$ cat src/rtl/trunc_hit_pkg.sv
package trunc_hit_pkg;

  // operand count after one 3:2 compression level
  function automatic int csa_step(input int n);
    return (n < 3) ? n : 2 * (n / 3) + (n % 3);
  endfunction

  function automatic int csa_count(input int n, input int lvls);
    int m = n;
    for (int i = 0; i < lvls; i++) m = csa_step(m);
    return m;
  endfunction

  function automatic int csa_depth(input int n);
    int m = n;
    int d = 0;
    while (m > 2) begin
      m = csa_step(m);
      d++;
    end
    return d;
  endfunction

  function automatic int cnt_width(input bit full, input int rows, input int cols,
                                   input int trunc_w);
    return full ? $clog2(rows * cols + 1) : trunc_w;
  endfunction

endpackage

$ cat src/rtl/hit_csa3.sv
// Word-wide 3:2 compressor; carry out of the MSB is reported, not kept.
module hit_csa3 #(
  parameter int W = 3
) (
  input  logic [W-1:0] a_i,
  input  logic [W-1:0] b_i,
  input  logic [W-1:0] c_i,
  output logic [W-1:0] s_o,
  output logic [W-1:0] c_o,
  output logic         drop_o
);
  logic [W-1:0] maj;

  assign s_o    = a_i ^ b_i ^ c_i;
  assign maj    = (a_i & b_i) | (a_i & c_i) | (b_i & c_i);
  assign c_o    = {maj[W-2:0], 1'b0};
  assign drop_o = maj[W-1];
endmodule

$ cat src/rtl/hit_csa_tree.sv
module hit_csa_tree
  import trunc_hit_pkg::*;
#(
  parameter int N = 16,
  parameter int W = 3
) (
  input  logic [N-1:0][W-1:0] ops_i,
  output logic [W-1:0]        sum_o,
  output logic                drop_o
);
  localparam int LV = csa_depth(N);
  localparam int NF = csa_count(N, LV);

  logic [W-1:0] lv [LV+1][N];
  logic [LV:0]  drop_lvl;
  logic [W-1:0] op_b;
  logic [W:0]   fin;

  for (genvar i = 0; i < N; i++) begin : g_in
    assign lv[0][i] = ops_i[i];
  end

  for (genvar l = 0; l < LV; l++) begin : g_lvl
    localparam int NI = csa_count(N, l);
    localparam int NG = NI / 3;
    localparam int NR = NI % 3;
    localparam int NO = 2 * NG + NR;
    logic [NG-1:0] gd;

    for (genvar g = 0; g < NG; g++) begin : g_fa
      hit_csa3 #(.W(W)) u_fa (
        .a_i   (lv[l][3*g]),
        .b_i   (lv[l][3*g+1]),
        .c_i   (lv[l][3*g+2]),
        .s_o   (lv[l+1][g]),
        .c_o   (lv[l+1][NG+g]),
        .drop_o(gd[g])
      );
    end
    for (genvar r = 0; r < NR; r++) begin : g_pass
      assign lv[l+1][2*NG+r] = lv[l][3*NG+r];
    end
    for (genvar k = NO; k < N; k++) begin : g_zero
      assign lv[l+1][k] = '0;
    end
    assign drop_lvl[l] = |gd;
  end

  if (NF > 1) begin : g_two
    assign op_b = lv[LV][1];
  end else begin : g_one
    assign op_b = '0;
  end

  assign fin          = {1'b0, lv[LV][0]} + {1'b0, op_b};
  assign sum_o        = fin[W-1:0];
  assign drop_lvl[LV] = fin[W];
  assign drop_o       = |drop_lvl;
endmodule

$ cat src/rtl/trunc_hit_counter.sv
module trunc_hit_counter
  import trunc_hit_pkg::*;
#(
  parameter int ROWS    = 16,
  parameter int COLS    = 16,
  parameter bit FULL    = 1'b0,
  parameter int TRUNC_W = 3
) (
  input  logic                                           clk_i,
  input  logic                                           rst_ni,
  input  logic                                           sample_i,
  input  logic [ROWS*COLS-1:0]                           hits_i,
  output logic [cnt_width(FULL, ROWS, COLS, TRUNC_W)-1:0] count_o,
  output logic                                           ovf_o,
  output logic                                           valid_o
);
  localparam int N_HITS     = ROWS * COLS;
  localparam int CNT_W      = cnt_width(FULL, ROWS, COLS, TRUNC_W);
  localparam int ROW_FULL_W = $clog2(COLS + 1);
  localparam int ROW_W      = (ROW_FULL_W < CNT_W) ? ROW_FULL_W : CNT_W;

  logic [N_HITS-1:0]            hits_q;
  logic                         v1_q, v2_q;
  logic [ROWS-1:0][ROW_W-1:0]   row_sum_d, row_sum_q;
  logic [ROWS-1:0]              row_drop_d, row_drop_q;
  logic [ROWS-1:0][CNT_W-1:0]   col_ops;
  logic [CNT_W-1:0]             col_sum;
  logic                         col_drop;

  // stage 1: capture sample
  always_ff @(posedge clk_i or negedge rst_ni) begin
    if (!rst_ni) begin
      hits_q <= '0;
      v1_q   <= 1'b0;
    end else begin
      v1_q <= sample_i;
      if (sample_i) hits_q <= hits_i;
    end
  end

  // stage 2: per-row reduction
  for (genvar r = 0; r < ROWS; r++) begin : g_row
    logic [COLS-1:0][ROW_W-1:0] rops;
    for (genvar c = 0; c < COLS; c++) begin : g_bit
      assign rops[c] = ROW_W'(hits_q[r*COLS+c]);
    end
    hit_csa_tree #(.N(COLS), .W(ROW_W)) u_row (
      .ops_i (rops),
      .sum_o (row_sum_d[r]),
      .drop_o(row_drop_d[r])
    );
    assign col_ops[r] = CNT_W'(row_sum_q[r]);
  end

  always_ff @(posedge clk_i or negedge rst_ni) begin
    if (!rst_ni) begin
      row_sum_q  <= '0;
      row_drop_q <= '0;
      v2_q       <= 1'b0;
    end else begin
      v2_q <= v1_q;
      if (v1_q) begin
        row_sum_q  <= row_sum_d;
        row_drop_q <= row_drop_d;
      end
    end
  end

  // stage 3: combine rows
  hit_csa_tree #(.N(ROWS), .W(CNT_W)) u_col (
    .ops_i (col_ops),
    .sum_o (col_sum),
    .drop_o(col_drop)
  );

  always_ff @(posedge clk_i or negedge rst_ni) begin
    if (!rst_ni) begin
      count_o <= '0;
      ovf_o   <= 1'b0;
      valid_o <= 1'b0;
    end else begin
      valid_o <= v2_q;
      if (v2_q) begin
        count_o <= col_sum;
        ovf_o   <= col_drop | (|row_drop_q);
      end
    end
  end
endmodule

$ cat config.mk
export PLATFORM = sky130hd
export DESIGN_NAME = trunc_hit_counter
export DESIGN_NICKNAME = d
export VERILOG_FILES = /design/src/rtl/trunc_hit_pkg.sv /design/src/rtl/hit_csa3.sv /design/src/rtl/hit_csa_tree.sv /design/src/rtl/trunc_hit_counter.sv
export SDC_FILE = /design/constraint.sdc
export NUM_CORES = 1
export LEC_CHECK = 0
export BUFFER_PORTS_ARGS = -buffer_cell sky130_fd_sc_hd__buf_2
export CELL_PAD_IN_SITES_DETAIL_PLACEMENT = 0
export CELL_PAD_IN_SITES_GLOBAL_PLACEMENT = 1
export CORE_ASPECT_RATIO = 0.7
export CORE_UTILIZATION = 45
export CTS_BUF_LIST = sky130_fd_sc_hd__clkbuf_8
export CTS_CLUSTER_DIAMETER = 60
export DETAILED_ROUTE_END_ITERATION = 7
export PLACE_DENSITY_LB_ADDON = 0.12
export RECOVER_POWER = 100
export SETUP_SLACK_MARGIN = 0.05
export SLEW_MARGIN = 30
export SYNTH_ARGS = -nofsm -noshare
export SYNTH_HDL_FRONTEND = slang
export SYNTH_SLANG_ARGS = --single-unit
$ cat constraint.sdc
create_clock -name clk_i -period 3.8 [get_ports clk_i]
set_input_delay 0.76 -clock clk_i [delete_from_list [all_inputs] [get_ports clk_i]]
set_output_delay 0.76 -clock clk_i [all_outputs]
set_load 0.03 [all_outputs]
# After elaboration in Yosys (flattened, before gate mapping)
# Index checks and enable logic that the tools add are counted.
# totals
output_inout_bits,5
word_cells,1725
reg_bits,327
# classes
n_bitwise,1667
n_addsub,17
reduce_logical,18
# ops
op,count
AND 3 bit,442
bitwise OR 3 bit,316
XOR 3 bit,268
XOR 3 x 1 -> 3 bit,96
OR reduction 15 bit,17
AND 1 bit,240
bitwise OR 1 bit,161
AND 3 x 1 -> 3 bit,32
XOR 1 bit,80
adder 3 x 3 -> 4 bit,17
XOR 3 x 2 -> 3 bit,16
XOR 2 bit,16
OR reduction 16 bit,1

# Longest topological paths before layout
# Gate-level depths: netlist (run 1).
# logic_depth
word_depth,20
depth_mapped,14
ltp_nobuf,14

# Modules after synthesis
# Synthesis (run 1) repeated with hierarchy kept, for this count alone.
# hier_totals
cells_unflattened,2155
area_unflattened_um2,31433.9
# modules_own_cells
mod,area_per_inst_um2,cells_per_inst,n_inst,seq_area_each_um2
hit_csa3,71.3,5,238,0.0
trunc_hit_counter,12226.7,693,1,8182.8
hit_csa_tree,131.4,16,17,0.0

# Worst setup path before layout (run 1)
# No wires, ideal clock.
# synth_path
path_kind,register -> register
startpoint,register row_sum_q (netlist bit col_ops[29])
endpoint,register ovf_o
slack_ns,-0.360
stages_incl_launch_ff,13
n_path_buf,0
t_arrival_ns,4.039
setup_time_ns,0.121
period_less_slack_ns,4.160
path_cell_list,dfrtp_1 -> inv_1 -> fa_1 -> inv_1 -> fa_1 -> fa_1 -> fa_1 -> fa_1 -> fa_1 -> ha_1 -> nor4_1 -> nand4_1 -> o22a_1
# synth_via
elab_chain_cells,15
elab_cells_between_ends,39
classes_between,1 x add/sub; 37 x bitwise; 1 x reduce/logical
# synth_lines
item,line,text
"start, declared",trunc_hit_counter.sv:24,"logic [ROWS-1:0][ROW_W-1:0] row_sum_d, row_sum_q;"
"start signal, assigned",trunc_hit_counter.sv:63,row_sum_q <= row_sum_d;
XOR 3 bit (10 in a row),hit_csa3.sv:14,assign s_o = a_i ^ b_i ^ c_i;
XOR 3 bit or AND 3 bit (tied branches),"hit_csa3.sv:14, hit_csa3.sv:15",
XOR 3 bit or bitwise OR 3 bit (tied branches),"hit_csa3.sv:14, hit_csa3.sv:15",
adder 3 x 3 -> 4 bit or bitwise OR 3 bit (tied branches),"hit_csa_tree.sv:55, hit_csa3.sv:15",
OR reduction 15 bit (*),hit_csa_tree.sv:58,assign drop_o = |drop_lvl;
bitwise OR 1 bit (*),trunc_hit_counter.sv:85,ovf_o <= col_drop | (|row_drop_q);
"end signal, assigned",trunc_hit_counter.sv:85,
"end, declared",trunc_hit_counter.sv:14,"output logic ovf_o,"
# Mark *: on every way between the ends. The rest lies on a longest branch, timed or not.
# A chain may end at the register's enable or synchronous reset.

# Worst setup path in the final report (run 1)
# layout_path
startpoint,register row_sum_q (netlist bit col_ops[38])
endpoint,register ovf_o
# The elaborated chain is that of the path after synthesis.

==> summary.md, run 1 <==
| Metric | Value |
|---|---|
| RSZ-0062 raised after global routing | `yes` |
| Final Util | `roughly 53%` |
| Mux cell area share after synthesis | `~17%` |
| Initial DRC Count | `about 380` |
| Vias per cell | `about 4.7` |
| Failing checks | `capacitance limit, slew limit, setup timing` |
| Sw Pwr | `0.00790 W` |
| Commonest non-fill, non-tap cell in the layout | `dfrtp_1` |
| M3 GR Usage | `4.25%` |
| Pleak | `just over 10 nW` |
| Largest family of logic cells by synthesized area | `adder cells` |
| Worst Setup SP | `col_ops[38]` |
| Yosys reg bits | `327` |
| Slew headroom | `-88.8%` |
| Adder-cell share of the synthesized area | `just under 30%` |
| Worst Hold Depth | `2` |
| DP Area | `~0.02 mm2` |
| Max-cap violation count | `4` |
| Met1 Track Usage GR | `a little over a quarter` |
| Seq pwr share | `24.2%` |
| Yosys cell types | `18` |
| Clk_skew | `between 0.02 and 0.03 ns` |
| Share of cells above drive strength 1 | `between 30% and 40%` |
| Core area | `0.0401 mm2` |
| Setup bufs post-CTS | `0` |
| H-tree depth | `2` |
| Commonest non-fill, non-tap cells in the layout | `dfrtp_1 (326), mux2_2 (275), buf_2 (259)` |
| CTS sink count | `327` |
| Syn Nets | `1896` |
| Area Growth Syn to Fin | `15.6%` |
| Worst Path Arrival | `~4.7 ns` |
| Sequential element share of the synthesized area | `between 40% and 50%` |
| CP Launch Type | `flip-flop` |
| Wirelength, routed | `about 36000 um` |
| Syn Inst Count | `1311` |
| Initial antenna violation count | `4` |
| P_int | `0.0114 W` |
| Clock power frac | `between 10% and 20%` |
| Largest net degree at the start of global routing | `97` |
| CTS buffer count | `52` |
| Worst-margin pin slew | `around 2.8 ns` |
| Die H | `roughly 170 um` |
| Crit end category | `flip-flop` |
| VDD IR-drop max | `~1.4 mV` |
| Clock Tree Root | `clkbuf_8` |
| Global-route wire length before repair | `around 60000 um` |
| Fin crit share | `110%` |
| Number of global-route vias before repair | `between 10000 and 15000` |
| CTS tree | `yes` |
| Reg-to-reg startpoint | `col_ops[38]` |
| HP Class | `primary input to flip-flop` |
| DIE WIDTH | `around 240 um` |
| Clock buffer depth | `3` |
| Dpl hpwl | `~28000 um` |
| Synth warn | `0` |
| Status | `finished with violations` |
| GPL Wtd Cong | `0.780` |
| Initial core utilization | `around 46%` |
| Fillers | `between 3000 and 4000` |
| Final setup fails | `2` |
| Compound-Gate Fraction of Synth Area | `1.42%` |
| Fin area | `0.0215 mm2` |
| Synthesized-area fraction occupied by and/or/nand/nor cells | `around 1.8%` |
| Remaining antenna violation count after routing | `0` |
| Core Rows | `between 60 and 70` |
| Die area | `between 0.04 and 0.05 mm2` |
| DR WL/cell | `roughly 16 um` |
| Cell Pwr Density | `approximately 900 mW/mm2` |
| Vias | `between 10000 and 15000` |
| M2 GR Usage | `between 20% and 30%` |
| GRT Max-Usage Layer | `met2` |
| Worst-path fanout max | `2` |
| Final net count | `2199` |
| Total gr overflow | `0` |
| Min cycle time layout | `~4.2 ns` |
| Port bufs | `around 260` |
| Worst-Skew Late Latency | `roughly 0.60 ns` |
| Hold Fails Final Rpt | `0` |
| Fin cells | `approximately 2200` |
| Worst-path clk slew | `around 0.07 ns` |
| PnR worst setup slack | `-0.378 ns` |
| Synthesized cell area | `around 0.019 mm2` |
| Final-layout worst hold slack | `approximately 0.38 ns` |
| Switching share of power | `between 40% and 50%` |
| R2R cell count | `12` |
| Worst endpoint required time | `around 4.3 ns` |
| Iteration count of the initial detailed-routing pass | `5` |
| Pins over their slew limit | `308` |
| Hold_buf cts | `0` |
| Top Ports | `around 260` |
| Max Fclk | `approximately 240 MHz` |
| Synth Area in XOR/XNOR | `0%` |
| Synth Area per Inst | `14.2 um2` |
| GRT Resource Usage Total | `between 15 and 20%` |
| Worst Hold Launch | `hits_i[53]` |
| WS Path Type | `flip-flop to flip-flop` |
| Gate power share | `59.8%` |
| DR DRC count | `0` |
| Cells after DPL | `2095` |
## logic make-up (layout without fill, tap and decap cells)
logic type                 count (synthesis)  count (layout)
AOI/OAI and AO/OA                         48              48
buffers and inverters                    255             599
DFF                                      327             327
and+or+nand+nor                           79              79
muxes                                    276             276
other                                      0               2
adders and majority gates                326             326
## metrics by stage
| step | worst slack [ns] | TNS, ns | power, W |
|---|---|---|---|
| 4_1_cts | -0.514 | -0.995 | 0.0200 |
| 3_3_place_gp | -0.509 | -0.868 | 0.0164 |
| 3_5_place_dp | -0.569 | -0.974 | 0.0167 |
| 6_report | -0.378 | -0.696 | 0.0193 |
| 2_1_floorplan | -0.351 | -0.567 | 0.0127 |
| 5_1_grt | -0.529 | -7.60 | 0.0217 |
## flip-flops by register name, indices dropped and copies added, names as in the netlist
register,count
row_drop_q,16
count_o,3
v2_q,1
v1_q,1
ovf_o,1
valid_o,1
hits_q,256
col_ops,48
## power by group through the flow
stage	clock network, W	registers (W)	logic, W
2_1_floorplan	0	0.00464	0.00810
3_3_place_gp	0	0.00473	0.0117
3_5_place_dp	0	0.00474	0.0120
4_1_cts	0.00325	0.00468	0.0120
5_1_grt	0.00342	0.00477	0.0135
6_report	0.00311	0.00467	0.0116
## worst max-delay path, stage by stage, from the launching register on
cell	delay (ns)
dfrtp_1	0.34
inv_1	0.06
fa_1	0.55
inv_1	0.07
fa_1	0.50
fa_1	0.55
fa_1	0.43
fa_1	0.51
fa_1	0.43
ha_2	0.19
nor4_2	0.13
nand4_1	0.12
o22a_1	0.17
## area by class of cell
cell class / count / area (um2) / area share (%)
Multi-Input combinational cell: 729 / 9230 / 43.0
Sequential cell: 327 / 8190 / 38.2
Timing Repair Buffer: 289 / 1480 / 6.88
Clock buffer: 68 / 936 / 4.36
Inverter: 215 / 807 / 3.76
Tap cell: 535 / 669 / 3.12
Clock inverter: 27 / 146 / 0.682
Antenna cell: 2 / 5.00 / 0.0233
## Yosys cell counts
cell type	n	area, um2
dfrtp_1	327	8180
mux2_2	276	3110
inv_1	215	807
fa_1	190	3800
ha_1	136	1700
nor2_1	43	161
a21oi_1	27	135
buf_6	26	293
nand2_1	26	97.6
o21ai_0	15	75.1
buf_2	13	65.1
a41oi_1	5	43.8
nor4_1	5	31.3
nand4_1	2	12.5
nor4b_1	2	17.5
and4_1	1	8.76
buf_4	1	7.51
o22a_1	1	8.76
## layer usage
layer | wire length, um | share of wire, %
met2 | 16400 | 46
met4 | 591 | 1.6
met5 | 30 | 0.084
met1 | 17200 | 48
met3 | 1720 | 4.8
## path summary, 6_finish.rpt
check / slack, ns / to
worst max register to register: -0.38 / ovf_o
worst max-delay path: -0.38 / ovf_o
max in group asynchronous: 0.60 / hits_q[6]
min in group asynchronous: 0.71 / hits_q[169]
worst min-delay path: 0.38 / hits_q[53]
worst min register to register: 0.51 / hits_q[175]
## timing repair
| action | 4_1_cts | 5_1_grt |
|---|---|---|
| pin swaps | 10 | 8 |
| resized for setup | 2 | 0 |
| endpoints found under the setup margin | 2 | 3 |
Note: power is estimated with default switching activity, not from simulation.
==> run 2: changes to the inputs <==
Settings changed: CORE_ASPECT_RATIO 0.7 to 0.75.
==> run 2 against run 1 <==
The run still ends with capacitance limit, slew limit, setup timing left. Critical endpoint unchanged. Largest cell class unchanged. Total power rose by 2.6%. Register-to-register slack barely moved. Clock skew fell by 0.0078 ns. Global-route usage fell by 0.17 points. Critical path type unchanged. Highest routed layer unchanged.
==> summary.md, run 2 (synthesis gave the netlist of run 1 again) <==
| Metric | Value |
|---|---|
| M3 GR Usage | `3.95% (was 4.25%)` |
| Initial core utilization | `45.6% (was 46.2%)` |
| Status | `finished with violations (unchanged)` |
| Top reg by flops | `hits_q (unchanged)` |
| Hold_buf cts | `0 (unchanged)` |
| Min cycle time layout | `4.19 ns (was 4.18 ns)` |
| Fillers | `3566 (was 3561)` |
| Worst Setup SP | `col_ops[44] (was col_ops[38])` |
| CTS tree | `yes (unchanged)` |
| Dpl hpwl | `27400 um (was 27700 um)` |
| Die H | `178 um (was 172 um)` |
| GRT Max-Usage Layer | `met2 (unchanged)` |
| Pins over their slew limit | `214 (was 308)` |
| Worst Path Arrival | `4.68 ns (was 4.65 ns)` |
| H-tree depth | `2 (unchanged)` |
| Die area | `0.0421 mm2 (about the same)` |
| Global-route wire length before repair | `59500 um (was 60100 um)` |
| Final setup fails | `2 (unchanged)` |
| Worst-Skew Late Latency | `0.61 ns (was 0.60 ns)` |
| Worst endpoint required time | `4.29 ns (was 4.28 ns)` |
| Number of global-route vias before repair | `11300 (was 11500)` |
| PnR worst setup slack | `-0.393 ns (was -0.378 ns)` |
| Reg2Reg Capture Point | `ovf_o (unchanged)` |
| Wirelength, routed | `35600 um (was 35900 um)` |
| Largest net degree at the start of global routing | `89 (was 97)` |
| RSZ-0062 raised after global routing | `yes (unchanged)` |
| Core Rows | `64 (was 61)` |
| Pleak | `10.3 nW (about the same)` |
| Setup slack at placement | `-0.528 ns (was -0.569 ns)` |
| Crit end category | `flip-flop (unchanged)` |
| Vias per cell | `4.74 (was 4.72)` |
| Reg2reg setup slack | `-0.39 ns (was -0.38 ns)` |
| Final Util | `52.8% (was 53.4%)` |
| Max Fclk | `239 MHz (about the same)` |
| Worst-path fanout max | `2 (unchanged)` |
| Slew headroom | `-53.0% (was -88.8%)` |
| Commonest non-fill, non-tap cells in the layout | `dfrtp_1 (327), mux2_2 (275), buf_2 (257) (was dfrtp_1 (326), mux2_2 (275), buf_2 (259))` |
| M2 GR Usage | `27.8% (about the same)` |
| GPL Wtd Cong | `0.777 (was 0.780)` |
| Top Ports | `264 (unchanged)` |
| Hold Fails Final Rpt | `0 (unchanged)` |
| Register area | `0.00818 mm2 (was 0.00819 mm2)` |
| Vias | `10400 (was 10300)` |
| Area occupied by multi-input gates | `0.00924 mm2 (was 0.00923 mm2)` |
| HP Class | `primary input to flip-flop (unchanged)` |
| Cell Pwr Density | `924 mW/mm2 (was 901 mW/mm2)` |
| Failing checks | `capacitance limit, slew limit, setup timing (unchanged)` |
| Commonest non-fill, non-tap cell in the layout | `dfrtp_1 (unchanged)` |
| Met1 Track Usage GR | `26.0% (was 26.4%)` |
| Max-cap violation count | `3 (was 4)` |
| Max reg flops | `256 (unchanged)` |
| CTS buffer count | `54 (was 52)` |
| Clock buffer depth | `3 (unchanged)` |
| Total gr overflow | `0 (unchanged)` |
| Critical Path Sink | `ovf_o (unchanged)` |
| Reg-to-reg startpoint | `col_ops[44] (was col_ops[38])` |
| Worst-path clk slew | `0.06 ns (was 0.07 ns)` |
| DIE WIDTH | `237 um (was 245 um)` |
| CTS sink count | `327 (unchanged)` |
| Setup bufs post-CTS | `0 (unchanged)` |
| Area Growth Syn to Fin | `15.7% (was 15.6%)` |
| Initial DRC Count | `306 (was 377)` |
| Core area | `0.0407 mm2 (was 0.0401 mm2)` |
| Clk_skew | `0.0217 ns (was 0.0294 ns)` |
| Initial antenna violation count | `4 (unchanged)` |
| Clock Tree Root | `clkbuf_8 (unchanged)` |
| WS Path Type | `flip-flop to flip-flop (unchanged)` |
| VDD IR-drop max | `1.81 mV (was 1.42 mV)` |
| DR DRC count | `0 (unchanged)` |
| Iteration count of the initial detailed-routing pass | `6 (was 5)` |
| CP Launch Type | `flip-flop (unchanged)` |
| Remaining antenna violation count after routing | `0 (unchanged)` |
| Final net count | `2199 (unchanged)` |
| R2R cell count | `12 (unchanged)` |
| Worst-margin pin slew | `2.30 ns (was 2.83 ns)` |
| Port bufs | `263 (unchanged)` |
| DR WL/cell | `16.3 um (was 16.4 um)` |
| GRT Resource Usage Total | `18.0% (was 18.2%)` |
| Fin crit share | `110% (about the same)` |
| Share of cells above drive strength 1 | `39.1% (was 39.0%)` |
==> run 2: layout make-up <==
| type | count | share of cell area [%] |
|---|---|---|
| tap | 528 | 3.08 |
| inverter | 215 | 3.76 |
| clock buffer | 69 | 4.42 |
| clock inverter | 29 | 0.705 |
| multi-input combinational | 729 | 43.0 |
| timing repair buffer | 287 | 6.89 |
| antenna | 1 | 0.0117 |
| sequential | 327 | 38.1 |
==> run 2: what timing repair did <==
action,in CTS,in global routing
setup endpoints to repair,2,3
gates resized for setup,1,5
pin swaps,12,3
==> run 2: per-layer routing <==
metal,wire [um],up-vias
met5,35,-
met4,607,4
met3,1600,61
met2,16600,172
met1,16800,5240
li1,-,4874
==> run 2: critical path: stages, from the launching register on <==
cell and delay [ns]:
dfrtp_1 0.37, inv_2 0.05, fa_1 0.55, inv_2 0.04, fa_1 0.50, fa_1 0.55
fa_1 0.44, fa_1 0.55, fa_1 0.44, ha_2 0.19, nor4_2 0.13, nand4_1 0.12
o22a_1 0.17
==> run 2: where the power goes <==
group	internal [W]	switching, W	leakage [nW]
Clock	0.00169	0.00144	0.639
Sequential	0.00423	0.000439	3.81
Combinational	0.00582	0.00622	5.83
Total	0.0117	0.00810	10.3
==> run 2: how the worst min path moves through the flow <==
stage	cells after the start	slack, ns	end	from
2_1_floorplan	0	0.38	v2_q	v1_q
3_3_place_gp	1	0.49	count_o[1]	count_o[1]
3_5_place_dp	1	0.49	count_o[0]	count_o[0]
4_1_cts	1	0.12	hits_q[195]	rst_ni
5_1_grt	2	0.34	hits_q[3]	hits_i[3]
6_report	2	0.38	hits_q[182]	hits_i[182]
==> run 2: metrics by stage <==
step                total power, W  cell area, um2  setup TNS (ns)  instances  hold slack (ns)
floorplan                   0.0127           18600          -0.567       1311            0.379
global placement            0.0165           20500          -0.862       2085            0.491
detailed placement          0.0167           20500          -0.868       2086            0.494
CTS                         0.0200           21600          -0.794       2184            0.118
global route                0.0222           21500           -1.03       2185            0.337
finish                      0.0198           21500          -0.745       2185            0.382
==> run 3: changes to the inputs <==
Settings changed: BUFFER_PORTS_ARGS -buffer_cell sky130_fd_sc_hd__buf_2 to -buffer_cell sky130_fd_sc_hd__buf_4, GPL_TIMING_DRIVEN set to 0, HOLD_SLACK_MARGIN set to 0.02.
==> run 3 against run 2 <==
Clock-buffer cell count is 6 higher. Die area stayed put. Critical endpoint unchanged. Via count is 0.92% higher. Critical path type unchanged. Clock power is 3% higher. Total power is 2.3% lower. Largest power group unchanged. Sequential share of layout area is 1.3 points lower. Cell area is 3.5% higher. Wire length is 5.8% higher. The run still ends with capacitance limit, slew limit, setup timing left. Largest cell class unchanged.
==> summary.md, run 3 (synthesis gave the netlist of run 1 again) <==
| Metric | Value |
|---|---|
| Area Growth Syn to Fin | `19.7% (was 15.7%)` |
| CTS sink count | `327 (unchanged)` |
| Failing checks | `capacitance limit, slew limit, setup timing (unchanged)` |
| VDD IR-drop max | `1.30 mV (was 1.81 mV)` |
| Final net count | `2220 (was 2199)` |
| Min cycle time layout | `4.18 ns (was 4.19 ns)` |
| Fin cells | `2204 (was 2185)` |
| Reg2Reg Capture Point | `ovf_o (unchanged)` |
| Initial DRC Count | `324 (was 306)` |
| WS Path Type | `flip-flop to flip-flop (unchanged)` |
| Cells after DPL | `2106 (was 2086)` |
| Number of global-route vias before repair | `11600 (was 11300)` |
| DIE WIDTH | `237 um (unchanged)` |
| Worst endpoint required time | `4.29 ns (about the same)` |
| Fillers | `3472 (was 3566)` |
| Final setup fails | `2 (unchanged)` |
| Reg-to-reg startpoint | `col_ops[31] (was col_ops[44])` |
| Pleak | `10.5 nW (was 10.3 nW)` |
| Max reg flops | `256 (unchanged)` |
| Hold Fails Final Rpt | `0 (unchanged)` |
| CTS tree | `yes (unchanged)` |
| Remaining antenna violation count after routing | `0 (unchanged)` |
| Initial core utilization | `45.6% (unchanged)` |
| Status | `finished with violations (unchanged)` |
| Worst Hold Launch | `hits_i[13] (was hits_i[182])` |
| Port bufs | `263 (unchanged)` |
| Hold Path End | `hits_q[13] (was hits_q[182])` |
| Vias per cell | `4.74 (about the same)` |
| Worst Hold Depth | `2 (unchanged)` |
| Fin area | `0.0222 mm2 (was 0.0215 mm2)` |
| Worst-path clk slew | `0.07 ns (was 0.06 ns)` |
| Final-layout worst hold slack | `0.384 ns (was 0.382 ns)` |
| Commonest non-fill, non-tap cell in the layout | `dfrtp_1 (unchanged)` |
| Fin crit share | `110% (about the same)` |
| Cell Pwr Density | `872 mW/mm2 (was 924 mW/mm2)` |
| Top Ports | `264 (unchanged)` |
| Reg2reg setup slack | `-0.38 ns (was -0.39 ns)` |
| Share of cells above drive strength 1 | `38.0% (was 39.1%)` |
| Worst-path fanout max | `2 (unchanged)` |
| Worst-Skew Late Latency | `0.61 ns (about the same)` |
| Vias | `10400 (about the same)` |
| Max Fclk | `239 MHz (about the same)` |
| RSZ-0062 raised after global routing | `yes (unchanged)` |
| DR WL/cell | `17.1 um (was 16.3 um)` |
| Iteration count of the initial detailed-routing pass | `4 (was 6)` |
| Commonest non-fill, non-tap cells in the layout | `dfrtp_1 (327), mux2_2 (275), buf_4 (256) (was dfrtp_1 (327), mux2_2 (275), buf_2 (257))` |
| Core area | `0.0407 mm2 (unchanged)` |
| Pins over their slew limit | `34 (was 214)` |
| DR DRC count | `0 (unchanged)` |
| Die H | `178 um (unchanged)` |
| ANT cells | `0 (was 1)` |
| Total gr overflow | `0 (unchanged)` |
| DP Area | `0.0213 mm2 (was 0.0205 mm2)` |
| Global-route wire length before repair | `62300 um (was 59500 um)` |
| Core Rows | `64 (unchanged)` |
| CP Launch Type | `flip-flop (unchanged)` |
| Worst-margin pin slew | `1.75 ns (was 2.30 ns)` |
| R2R cell count | `14 (was 12)` |
| Worst Path Arrival | `4.67 ns (was 4.68 ns)` |
| Wirelength, routed | `37700 um (was 35600 um)` |
| HP Class | `primary input to flip-flop (unchanged)` |
| Clock buffer depth | `3 (unchanged)` |
| H-tree depth | `2 (unchanged)` |
| Initial antenna violation count | `0 (was 4)` |
| CTS buffer count | `54 (unchanged)` |
| GPL Wtd Cong | `0.802 (was 0.777)` |
| GRT Resource Usage Total | `19.1% (was 18.0%)` |
| Die area | `0.0421 mm2 (unchanged)` |
| Total power | `0.0194 W (was 0.0198 W)` |
| Setup slack at placement | `-0.546 ns (was -0.528 ns)` |
| Crit end category | `flip-flop (unchanged)` |
| PnR worst setup slack | `-0.382 ns (was -0.393 ns)` |
| Slew headroom | `-16.4% (was -53.0%)` |
| Max-cap violation count | `1 (was 3)` |
| Clk_skew | `0.0128 ns (was 0.0217 ns)` |
| Clock Tree Root | `clkbuf_8 (unchanged)` |
| Dpl hpwl | `29900 um (was 27400 um)` |
| Largest net degree at the start of global routing | `84 (was 89)` |
| Setup bufs post-CTS | `0 (unchanged)` |
| Top reg by flops | `hits_q (unchanged)` |
[run 3: layout make-up]
type / count / area (um2) / area share [%]
buffer: 40 / 165 / 0.743
clock buffer: 75 / 1030 / 4.65
clock inverter: 22 / 111 / 0.501
inverter: 215 / 807 / 3.63
multi-input combinational: 729 / 9240 / 41.6
sequential: 327 / 8180 / 36.8
tap: 528 / 661 / 2.97
timing repair buffer: 268 / 2030 / 9.13
[run 3: repair_timing]
| action | 4_1_cts | 5_1_grt |
|---|---|---|
| pin swaps | 12 | 4 |
| hold buffers | 1 | 0 |
| endpoints found under the hold margin | 31 | 0 |
| setup endpoints to repair | 2 | 3 |
| gates resized for setup | 1 | 2 |
[run 3: worst max path at each step]
stage                 from         to
2_1_floorplan  col_ops[38]      ovf_o
3_3_place_gp        rst_ni  hits_q[8]
3_5_place_dp   col_ops[38]      ovf_o
4_1_cts        col_ops[31]      ovf_o
5_1_grt        col_ops[31]      ovf_o
6_report       col_ops[31]      ovf_o
[run 3: where the power goes]
| part | internal (W) | total, W | leakage, nW | switching (W) |
|---|---|---|---|---|
| sequential | 0.00422 | 0.00466 | 3.81 | 0.000433 |
| combinational | 0.00552 | 0.0115 | 6.07 | 0.00598 |
| clock | 0.00180 | 0.00322 | 0.662 | 0.00142 |
| total | 0.0115 | 0.0194 | 10.5 | 0.00783 |
[run 3: through the flow]
| step | util [%] | TNS [ns] |
|---|---|---|
| detailed placement | 52.4 | -0.876 |
| floorplan | - | -0.567 |
| CTS | 55.3 | -0.786 |
| global route | 54.6 | -27.35 |
| global placement | 52.1 | -375.70 |
| finish | 54.6 | -0.652 |
[run 3: worst max-delay path: stages (launching register included)]
cell and delay, ns:
dfrtp_1 0.40, fa_1 0.56, inv_2 0.06, fa_2 0.56, inv_2 0.04, fa_2 0.51, inv_2 0.04, fa_2 0.32
inv_2 0.06, fa_1 0.40, fa_1 0.50, ha_4 0.18, nor4_2 0.13, nand4_1 0.12, o22a_1 0.18
[run 3: metal layers]
metal	track usage [%]	part of all wire, %
met1	27.5	47
met5	0	0
met2	29.9	46
met3	3.94	5.1
met4	4.22	1.7
